[src/rtl/chg_tmr_pkg.sv]
package chg_tmr_pkg;

  typedef enum logic [1:0] {
    PH_QUAL   = 2'd0,
    PH_PRECON = 2'd1,
    PH_CC     = 2'd2,
    PH_CV     = 2'd3
  } phase_e;

  localparam int unsigned N_TIMERS = 3;

  // timer index 0: precondition, 1: fast charge, 2: elapsed
  function automatic int unsigned units_of(input int idx);
    case (idx)
      0:       return 2;
      1:       return 3;
      default: return 6;
    endcase
  endfunction

  function automatic logic [N_TIMERS-1:0] run_mask(input phase_e ph);
    case (ph)
      PH_PRECON: return 3'b001;
      PH_CC:     return 3'b110;
      PH_CV:     return 3'b100;
      default:   return 3'b000;
    endcase
  endfunction

endpackage

[src/rtl/chg_tick_throttle.sv]
module chg_tick_throttle #(
  parameter int unsigned RW = 4
) (
  input  logic          clk,
  input  logic          rst_n,
  input  logic          tick_i,
  input  logic          thr_en_i,
  input  logic [RW-1:0] ratio_i,
  output logic          adv_o
);
  logic [RW-1:0] acc_q;
  logic [RW:0]   sum;

  assign sum   = {1'b0, acc_q} + {1'b0, ratio_i};
  assign adv_o = tick_i & (~thr_en_i | sum[RW]);

  always_ff @(posedge clk) begin
    if (!rst_n || !thr_en_i) acc_q <= '0;
    else if (tick_i)         acc_q <= sum[RW-1:0];
  end

  p_full_speed_r8: assert property (@(posedge clk) disable iff (!rst_n)
    (!thr_en_i && tick_i) |-> adv_o);
  p_zero_stall_r8: assert property (@(posedge clk) disable iff (!rst_n)
    (thr_en_i && ratio_i == '0) |-> !adv_o);
  p_no_tick_r2: assert property (@(posedge clk) disable iff (!rst_n)
    !tick_i |-> !adv_o);
endmodule

[src/rtl/chg_expiry_timer.sv]
module chg_expiry_timer #(
  parameter int unsigned LIM = 32,
  parameter int unsigned W   = 6
) (
  input  logic clk,
  input  logic rst_n,
  input  logic run_i,
  input  logic adv_i,
  input  logic clr_i,
  output logic exp_o
);
  localparam logic [W-1:0] FULL = W'(LIM);
  localparam logic [W-1:0] LAST = W'(LIM - 1);

  logic [W-1:0] cnt_q;
  logic         exp_q;

  always_ff @(posedge clk) begin
    if (!rst_n) begin
      cnt_q <= '0;
      exp_q <= 1'b0;
    end else begin
      if (!run_i)                       cnt_q <= '0;
      else if (adv_i && cnt_q != FULL)  cnt_q <= cnt_q + 1'b1;
      if (clr_i)                                  exp_q <= 1'b0;
      else if (run_i && adv_i && cnt_q == LAST)   exp_q <= 1'b1;
    end
  end

  assign exp_o = exp_q;

  p_cnt_bound_r2: assert property (@(posedge clk) disable iff (!rst_n)
    cnt_q <= FULL);
  p_rise_at_limit_r2: assert property (@(posedge clk) disable iff (!rst_n)
    $rose(exp_q) |-> cnt_q == FULL);
  p_idle_clear_r6: assert property (@(posedge clk) disable iff (!rst_n)
    !run_i |=> cnt_q == '0);
  p_flag_sticky_r7: assert property (@(posedge clk) disable iff (!rst_n)
    (exp_q && !clr_i) |=> exp_q);
  p_clear_drops_r7: assert property (@(posedge clk) disable iff (!rst_n)
    clr_i |=> !exp_q);
endmodule

[src/rtl/chg_flash_div.sv]
module chg_flash_div #(
  parameter int unsigned HALF = 16
) (
  input  logic clk,
  input  logic rst_n,
  input  logic tick_i,
  output logic flash_o
);
  localparam int unsigned CW = (HALF > 1) ? $clog2(HALF) : 1;
  localparam logic [CW-1:0] TOP = CW'(HALF - 1);

  logic [CW-1:0] cnt_q;
  logic          flash_q;

  always_ff @(posedge clk) begin
    if (!rst_n) begin
      cnt_q   <= '0;
      flash_q <= 1'b0;
    end else if (tick_i) begin
      if (cnt_q == TOP) begin
        cnt_q   <= '0;
        flash_q <= ~flash_q;
      end else begin
        cnt_q <= cnt_q + 1'b1;
      end
    end
  end

  assign flash_o = flash_q;

  p_flash_hold_r9: assert property (@(posedge clk) disable iff (!rst_n)
    !tick_i |=> $stable(flash_q));
  p_flash_cnt_r9: assert property (@(posedge clk) disable iff (!rst_n)
    cnt_q <= TOP);
endmodule

[src/rtl/chg_safety_timers.sv]
module chg_safety_timers
  import chg_tmr_pkg::*;
#(
  parameter int unsigned HALF_SEC_TICKS = 16,
  parameter bit          TEST_MODE      = 1'b0,
  parameter int unsigned RATIO_W        = 4
) (
  input  logic               clk,
  input  logic               rst_n,
  input  logic               tick_i,
  input  logic [1:0]         phase_i,
  input  logic               thr_en_i,
  input  logic [RATIO_W-1:0] thr_ratio_i,
  input  logic               clr_i,
  output logic               pre_exp_o,
  output logic               fast_exp_o,
  output logic               term_exp_o,
  output logic               flash_o
);
  localparam int unsigned UNIT_SEC   = TEST_MODE ? 4 : 1800;
  localparam int unsigned UNIT_TICKS = 2 * HALF_SEC_TICKS * UNIT_SEC;
  localparam int unsigned MAX_LIM    = units_of(2) * UNIT_TICKS;
  localparam int unsigned TW         = $clog2(MAX_LIM + 1);

  logic                adv;
  logic [N_TIMERS-1:0] run;
  logic [N_TIMERS-1:0] exp_flags;

  assign run = run_mask(phase_e'(phase_i));

  chg_tick_throttle #(.RW(RATIO_W)) u_thr (
    .clk(clk), .rst_n(rst_n), .tick_i(tick_i),
    .thr_en_i(thr_en_i), .ratio_i(thr_ratio_i), .adv_o(adv)
  );

  for (genvar g = 0; g < N_TIMERS; g++) begin : g_tmr
    chg_expiry_timer #(.LIM(units_of(g) * UNIT_TICKS), .W(TW)) u_tmr (
      .clk(clk), .rst_n(rst_n), .run_i(run[g]), .adv_i(adv),
      .clr_i(clr_i), .exp_o(exp_flags[g])
    );
  end

  chg_flash_div #(.HALF(HALF_SEC_TICKS)) u_flash (
    .clk(clk), .rst_n(rst_n), .tick_i(tick_i), .flash_o(flash_o)
  );

  assign pre_exp_o  = exp_flags[0];
  assign fast_exp_o = exp_flags[1];
  assign term_exp_o = exp_flags[2];

  p_fast_before_term_r5: assert property (@(posedge clk) disable iff (!rst_n)
    ($rose(term_exp_o) && phase_i == 2'd2 && !clr_i) |-> fast_exp_o);
endmodule

[config.mk]
export PLATFORM = sky130hd
export DESIGN_NAME = chg_safety_timers
export DESIGN_NICKNAME = d
export VERILOG_FILES = /design/src/rtl/chg_tmr_pkg.sv /design/src/rtl/chg_tick_throttle.sv /design/src/rtl/chg_expiry_timer.sv /design/src/rtl/chg_flash_div.sv /design/src/rtl/chg_safety_timers.sv
export SDC_FILE = /design/constraint.sdc
export NUM_CORES = 1
export LEC_CHECK = 0
export ABC_AREA = 1
export BUFFER_PORTS_ARGS = -buffer_cell sky130_fd_sc_hd__buf_2
export CORE_UTILIZATION = 45
export DETAILED_ROUTE_END_ITERATION = 7
export REMOVE_ABC_BUFFERS = 1
export SYNTH_ARGS = -nofsm -noshare
export SYNTH_HDL_FRONTEND = slang
export SYNTH_SLANG_ARGS = --single-unit
[constraint.sdc]
create_clock -name clk -period 2.2 [get_ports clk]
set_input_delay 0.44 -clock clk [delete_from_list [all_inputs] [get_ports clk]]
set_output_delay 0.44 -clock clk [all_outputs]
set_load 0.1 [all_outputs]
Yosys cells after proc, flatten, opt, wreduce, memory -nomap -nowiden
Index checks and enable logic that the tools add are counted.
- add/subtract/negate cells: 5
- equality and inequality tests: 10
- multiplexer cells: 2
- bitwise operators: 5
- reductions and logical operators: 17
- operator list (cell ; number):
    $add A19 B1 Y19 const B ; 3
    $eq A19 B17 Y1 const B ; 1
    $eq A19 B18 Y1 const B ; 1
    $eq A19 B19 Y1 const B ; 1
    $ne A19 B17 Y1 const B ; 1
    $ne A19 B18 Y1 const B ; 1
    $ne A19 B19 Y1 const B ; 1
    $logic_and A1 B1 Y1 ; 9
    $pmux W3 S3 ; 1
    $reduce_and A2 Y1 ; 4
    $add A4 B4 Y5 ; 1
    $add A4 B1 Y4 const B ; 1
    $eq A2 B2 Y1 const B ; 2
    $eq A4 B4 Y1 const B ; 1
    $mux W4 ; 1
    $not A1 Y1 ; 3
    $eq A2 B1 Y1 const B ; 1
    $logic_not A1 Y1 ; 2
    $reduce_or A2 Y1 ; 1
    $and A1 B1 Y1 ; 1
    $logic_or A1 B1 Y1 ; 1
    $or A1 B1 Y1 ; 1
- bits in registers: 69
- input bits: 11
- output and inout bits: 4
- word-level logic and storage cells: 48

Longest topological paths before layout
- depth after elaboration: 5
- depth in mapped cells: 13
- gate-level depth less buffers: 12

By module
From an unflattened synthesis, not the netlist that was laid out.
- cell total of the unflattened synthesis: 684
- area, all modules: 4513.1 sq um
- by module, submodules not included (module ; times used ; cells each ; area an instance (sq um)):
    chg_expiry_timer at g_tmr[0].u_tmr ; 1 ; 199 ; 1345.0
    chg_expiry_timer at g_tmr[1].u_tmr ; 1 ; 204 ; 1340.0
    chg_expiry_timer at g_tmr[2].u_tmr ; 1 ; 200 ; 1271.2
    chg_tick_throttle ; 1 ; 46 ; 315.3
    chg_flash_div ; 1 ; 30 ; 220.2
    chg_safety_timers ; 1 ; 5 ; 21.3

Worst setup path before layout
No wires, ideal clock.
- path kind: input -> register
- start: input port thr_ratio_i[0]
- end: register g_tmr[0].u_tmr.cnt_q[8]
- setup time: 141 ps
- arrival: 1857 ps
- path slack: 203 ps
- stages on the path: 13
- buffers on the path: 2
- cells stage by stage: ha_1 > inv_1 > fa_1 > inv_1 > nand3_1 > nand3_1 > nand2_2 > inv_4 > nand2_2 > buf_6 > buf_8 > nand2_2 > a21oi_2
- word-level cells in the longest chain between the ends: 4
- ends and longest elaborated chain (element ; line ; source):
    from (decl) ; chg_safety_timers.sv:13 ; input logic [RATIO_W-1:0] thr_ratio_i,
    $add A4 B4 Y5 ; chg_tick_throttle.sv:14 ; assign sum = {1'b0, acc_q} + {1'b0, ratio_i};
    $or A1 B1 Y1 ; chg_tick_throttle.sv:15 ; assign adv_o = tick_i & (~thr_en_i | sum[RW]);
    $and A1 B1 Y1 ; chg_tick_throttle.sv:15 ;
    $logic_and A1 B1 Y1 ; chg_expiry_timer.sv:24 ; else if (adv_i && cnt_q != FULL) cnt_q <= cnt_q + 1'b1;
    to (signal assigned) ; chg_expiry_timer.sv:24 ;
    to (decl) ; chg_expiry_timer.sv:15 ; logic [W-1:0] cnt_q;
Every way passes these cells.
A chain may end at the register's enable or synchronous reset.

Worst setup path after layout
- start: register u_thr.acc_q[0]
- end: register g_tmr[1].u_tmr.cnt_q[1]
- word-level cells in the longest chain between the ends: 4
- ends and longest elaborated chain (element ; line ; source):
    from (decl) ; chg_tick_throttle.sv:11 ; logic [RW-1:0] acc_q;
    from (signal assigned) ; chg_tick_throttle.sv:19 ; else if (tick_i) acc_q <= sum[RW-1:0];
    $add A4 B4 Y5 ; chg_tick_throttle.sv:14 ;
    $or A1 B1 Y1 ; chg_tick_throttle.sv:15 ;
    $and A1 B1 Y1 ; chg_tick_throttle.sv:15 ;
    $logic_and A1 B1 Y1 ; chg_expiry_timer.sv:24 ;
    to (signal assigned) ; chg_expiry_timer.sv:24 ;
    to (decl) ; chg_expiry_timer.sv:15 ;
Every way passes these cells.

==> results.txt <==
Worst-Skew Late Latency: 350 ps
Final period util: 90.86%
Distinct cells, synth: 37
Min-Delay Endpoint: u_flash.cnt_q[1]$_SDFFE_PN0P_
most frequent cell after synthesis: nand2_1
EDFF count, synth: 0
Synth Warn #: 0
cell area after synthesis: 0.004362 sq mm
setup slack, reg-to-reg: 200 ps
Power Dens Cells: 493.7 mW/mm^2
hold_ws: 385.9 ps
fmax: 0.5003 GHz
LEAKAGE: 0.001719 uW
global-route wire length before repair: 17.42 mm
Detailed Route WL: 9.757 mm
IO Port Bufs: 14
RR Startpoint: u_thr.acc_q[0]$_SDFFE_PP0P_
share of layout cells above drive strength 1: 13.28%
overall global routing resource usage: 21.33%
Peak VDD IR: 0.0002842 V
skew final: 10.48 ps
post-synthesis mux area share: 0%
sequential cell area fraction in the yosys report: 31.67%
clock slew at the register clock pins of the worst setup and hold paths: 80 ps
DRC: 0
Core ar.: 0.009328 sq mm
H-Tree Depth: 3
HP Start: rst_n
slew at the pin with the worst max-slew slack: 649.8 ps
vias in the first global route: 3872
DRT iter0 DRCs: 149
Req. time, crit path: 2430 ps
CP max FO: 11
die extent in y: 100.5 um
TNS Setup: 0 ps
largest family of logic cells by synthesized area: simple AND/OR/NAND/NOR gates
startpoint types: flop
Fin. Hold Viols: 0
compound-cell area share of the yosys netlist: 10.01%
RSZ-0062 raised after global routing: false
main area contributors after synthesis: dfxtp_1 32%, nand2_1 16%, nor2_1 8.1%
initial core utilization: 46.76%
CTS tree: yes
Initial DRT Pass Iterations: 6
post-synthesis adder-cell area fraction: 3.614%
area grow syn2layout: 9.438%
fraction of registers with async set/reset: 0%
arrival time of the worst setup path: 2230 ps
Reg2Reg Depth: 12
Mapped Avg Cell Area: 6.569 sq um
status: complete, no violations
Die ar.: 0.01009 sq mm
Slew Limit Fails: 0
Final setup viols: 0
post-detailed-route count of antenna-violating nets: 0
initial antenna violation count: 0
Setup Crit Path Kind: reg2reg
largest net degree at the start of global routing: 17
synth cell count leaders: 183 x nand2_1, 94 x nor2_1, 69 x dfxtp_1, 64 x inv_1, 52 x nand3_1
dominant synthesized flop cell: dfxtp_1
vias per cell: 4.923
relative slew slack: 56.63%
vias: 4047
Synth top area share: 31.67%
IO Pins: 15
Remaining Overflow, GRT: 0
Tmin final: 1999 ps
Sink Count: 69
Root Buffer: clkbuf_8
cell count after synthesis: 664
Inserted Clock Buffers: 9
worst reg2reg path endpoint: g_tmr[1].u_tmr.cnt_q[1]$_SDFFE_PN0P_
Worst Hold Depth: 3
post-synthesis xor/xnor area fraction: 7.229%
row cnt: 35
Simple-Gate Fraction of Synth Area: 38.58%
Die W: 100.5 um
post-DP HPWL: 7.214 mm
Nets: 711
Worst Hold Class: in2reg
Worst Setup End Kind: flop
post-synthesis register bit count: 69
fillers: 941
Avg WL per Cell: 11.87 um
Ant. Diodes: 0
Synth area leader: dfxtp_1
MaxCap Viol Count: 0
worst-case clock buffer depth: 2
GP Congestion: 0.9332
## worst max-delay path, cell delays in order, from the launching register on
cell and delay, ps:
dfxtp_1 340, ha_1 170, inv_1 60, fa_1 400, inv_1 70, nand3_1 60
nand3_1 100, nand2_2 80, inv_4 130, nand2_2 90, buf_4 180, o21ai_0 140
a21oi_1 60
## where the power goes
group	total [uW]	switching (uW)	internal, uW
logic	174	113	61.0
registers	1270	8.80	1260
clock network	916	515	400
total	2360	638	1720
## registers in the layout, summed over array words and instances (netlist names)
| signal | cells |
|---|---|
| u_flash.flash_o | 1 |
| g_tmr.u_tmr.exp_o | 3 |
| u_thr.acc_q | 4 |
| g_tmr.u_tmr.cnt_q | 57 |
| u_flash.cnt_q | 4 |
## timing repair
| action | 4_1_cts | 5_1_grt |
|---|---|---|
| hold buffers | 0 | 0 |
| resized for setup | 0 | 2 |
| setup endpoints to repair | 0 | 4 |
| setup buffers | 0 | 0 |
## worst max-delay path by stage
stage | startpoint | endpoint | depth (start not counted)
2_1_floorplan | thr_ratio_i[0] | g_tmr[0].u_tmr.cnt_q[10]$_SDFFE_PN0P_ | 12
3_3_place_gp | thr_ratio_i[0] | g_tmr[2].u_tmr.cnt_q[1]$_SDFFE_PN0P_ | 12
3_5_place_dp | thr_ratio_i[0] | g_tmr[0].u_tmr.cnt_q[7]$_SDFFE_PN0P_ | 13
4_1_cts | u_thr.acc_q[0]$_SDFFE_PP0P_ | g_tmr[0].u_tmr.cnt_q[11]$_SDFFE_PN0P_ | 12
5_1_grt | u_thr.acc_q[0]$_SDFFE_PP0P_ | g_tmr[1].u_tmr.cnt_q[0]$_SDFFE_PN0P_ | 13
6_report | u_thr.acc_q[0]$_SDFFE_PP0P_ | g_tmr[1].u_tmr.cnt_q[1]$_SDFFE_PN0P_ | 12
## per-layer routing
layer | vias up | routed length [um] | global-route usage [%] | part of all wire, %
li1 | 2154 | - | - | -
met1 | 1828 | 4792 | 27.32 | 49
met2 | 56 | 4619 | 36.51 | 47
met3 | 9 | 229 | 3.883 | 2.3
met4 | 0 | 114 | 6.355 | 1.2
met5 | - | 0 | 0 | 0
## kinds of logic after synthesis
group / Yosys count
xor gates and xnor gates: 36
DFF: 69
buffers and inverters: 86
and+or+nand+nor: 388
adders and majority gates: 12
AOI/OAI and AO/OA: 73
## metrics by stage
| stage | util (%) | std cells | total power [uW] | instance area, sq um | worst slack [ps] |
|---|---|---|---|---|---|
| 3_3_place_gp | 49.32 | 806 | 1467 | 4601 | 37.73 |
| 2_1_floorplan | - | 650 | 1389 | 4247 | 9.603 |
| 3_5_place_dp | 49.32 | 806 | 1470 | 4601 | -22.09 |
| 5_1_grt | 51.17 | 822 | 2463 | 4773 | 3.729 |
| 4_1_cts | 51.11 | 822 | 2394 | 4767 | 148.7 |
| 6_report | 51.17 | 822 | 2356 | 4773 | 201.1 |
## cell usage in the layout (no fill, tap or decap), types with 14 or more instances in the layout
cell type,Yosys,routed
o21ai_0,14,14
nand2_2,17,16
dfxtp_1,69,69
nand3_1,52,52
xor2_1,19,19
a21oi_2,17,17
buf_2,4,14
inv_1,64,64
nand2_1,183,183
a21oi_1,38,38
xnor2_1,17,17
nand4_1,14,14
nor2_1,94,94
## final cells by class
cell class                 instances  area, sq um  area share (%)
multi-input combinational        509         2597           54.42
sequential                        69         1381           28.94
inverter                          72        274.0           5.740
timing repair buffer              27        192.7           4.037
tap                              129        161.4           3.381
clock buffer                       9        123.9           2.595
clock inverter                     7        42.54          0.8912
(Power assumes the default switching activity.)
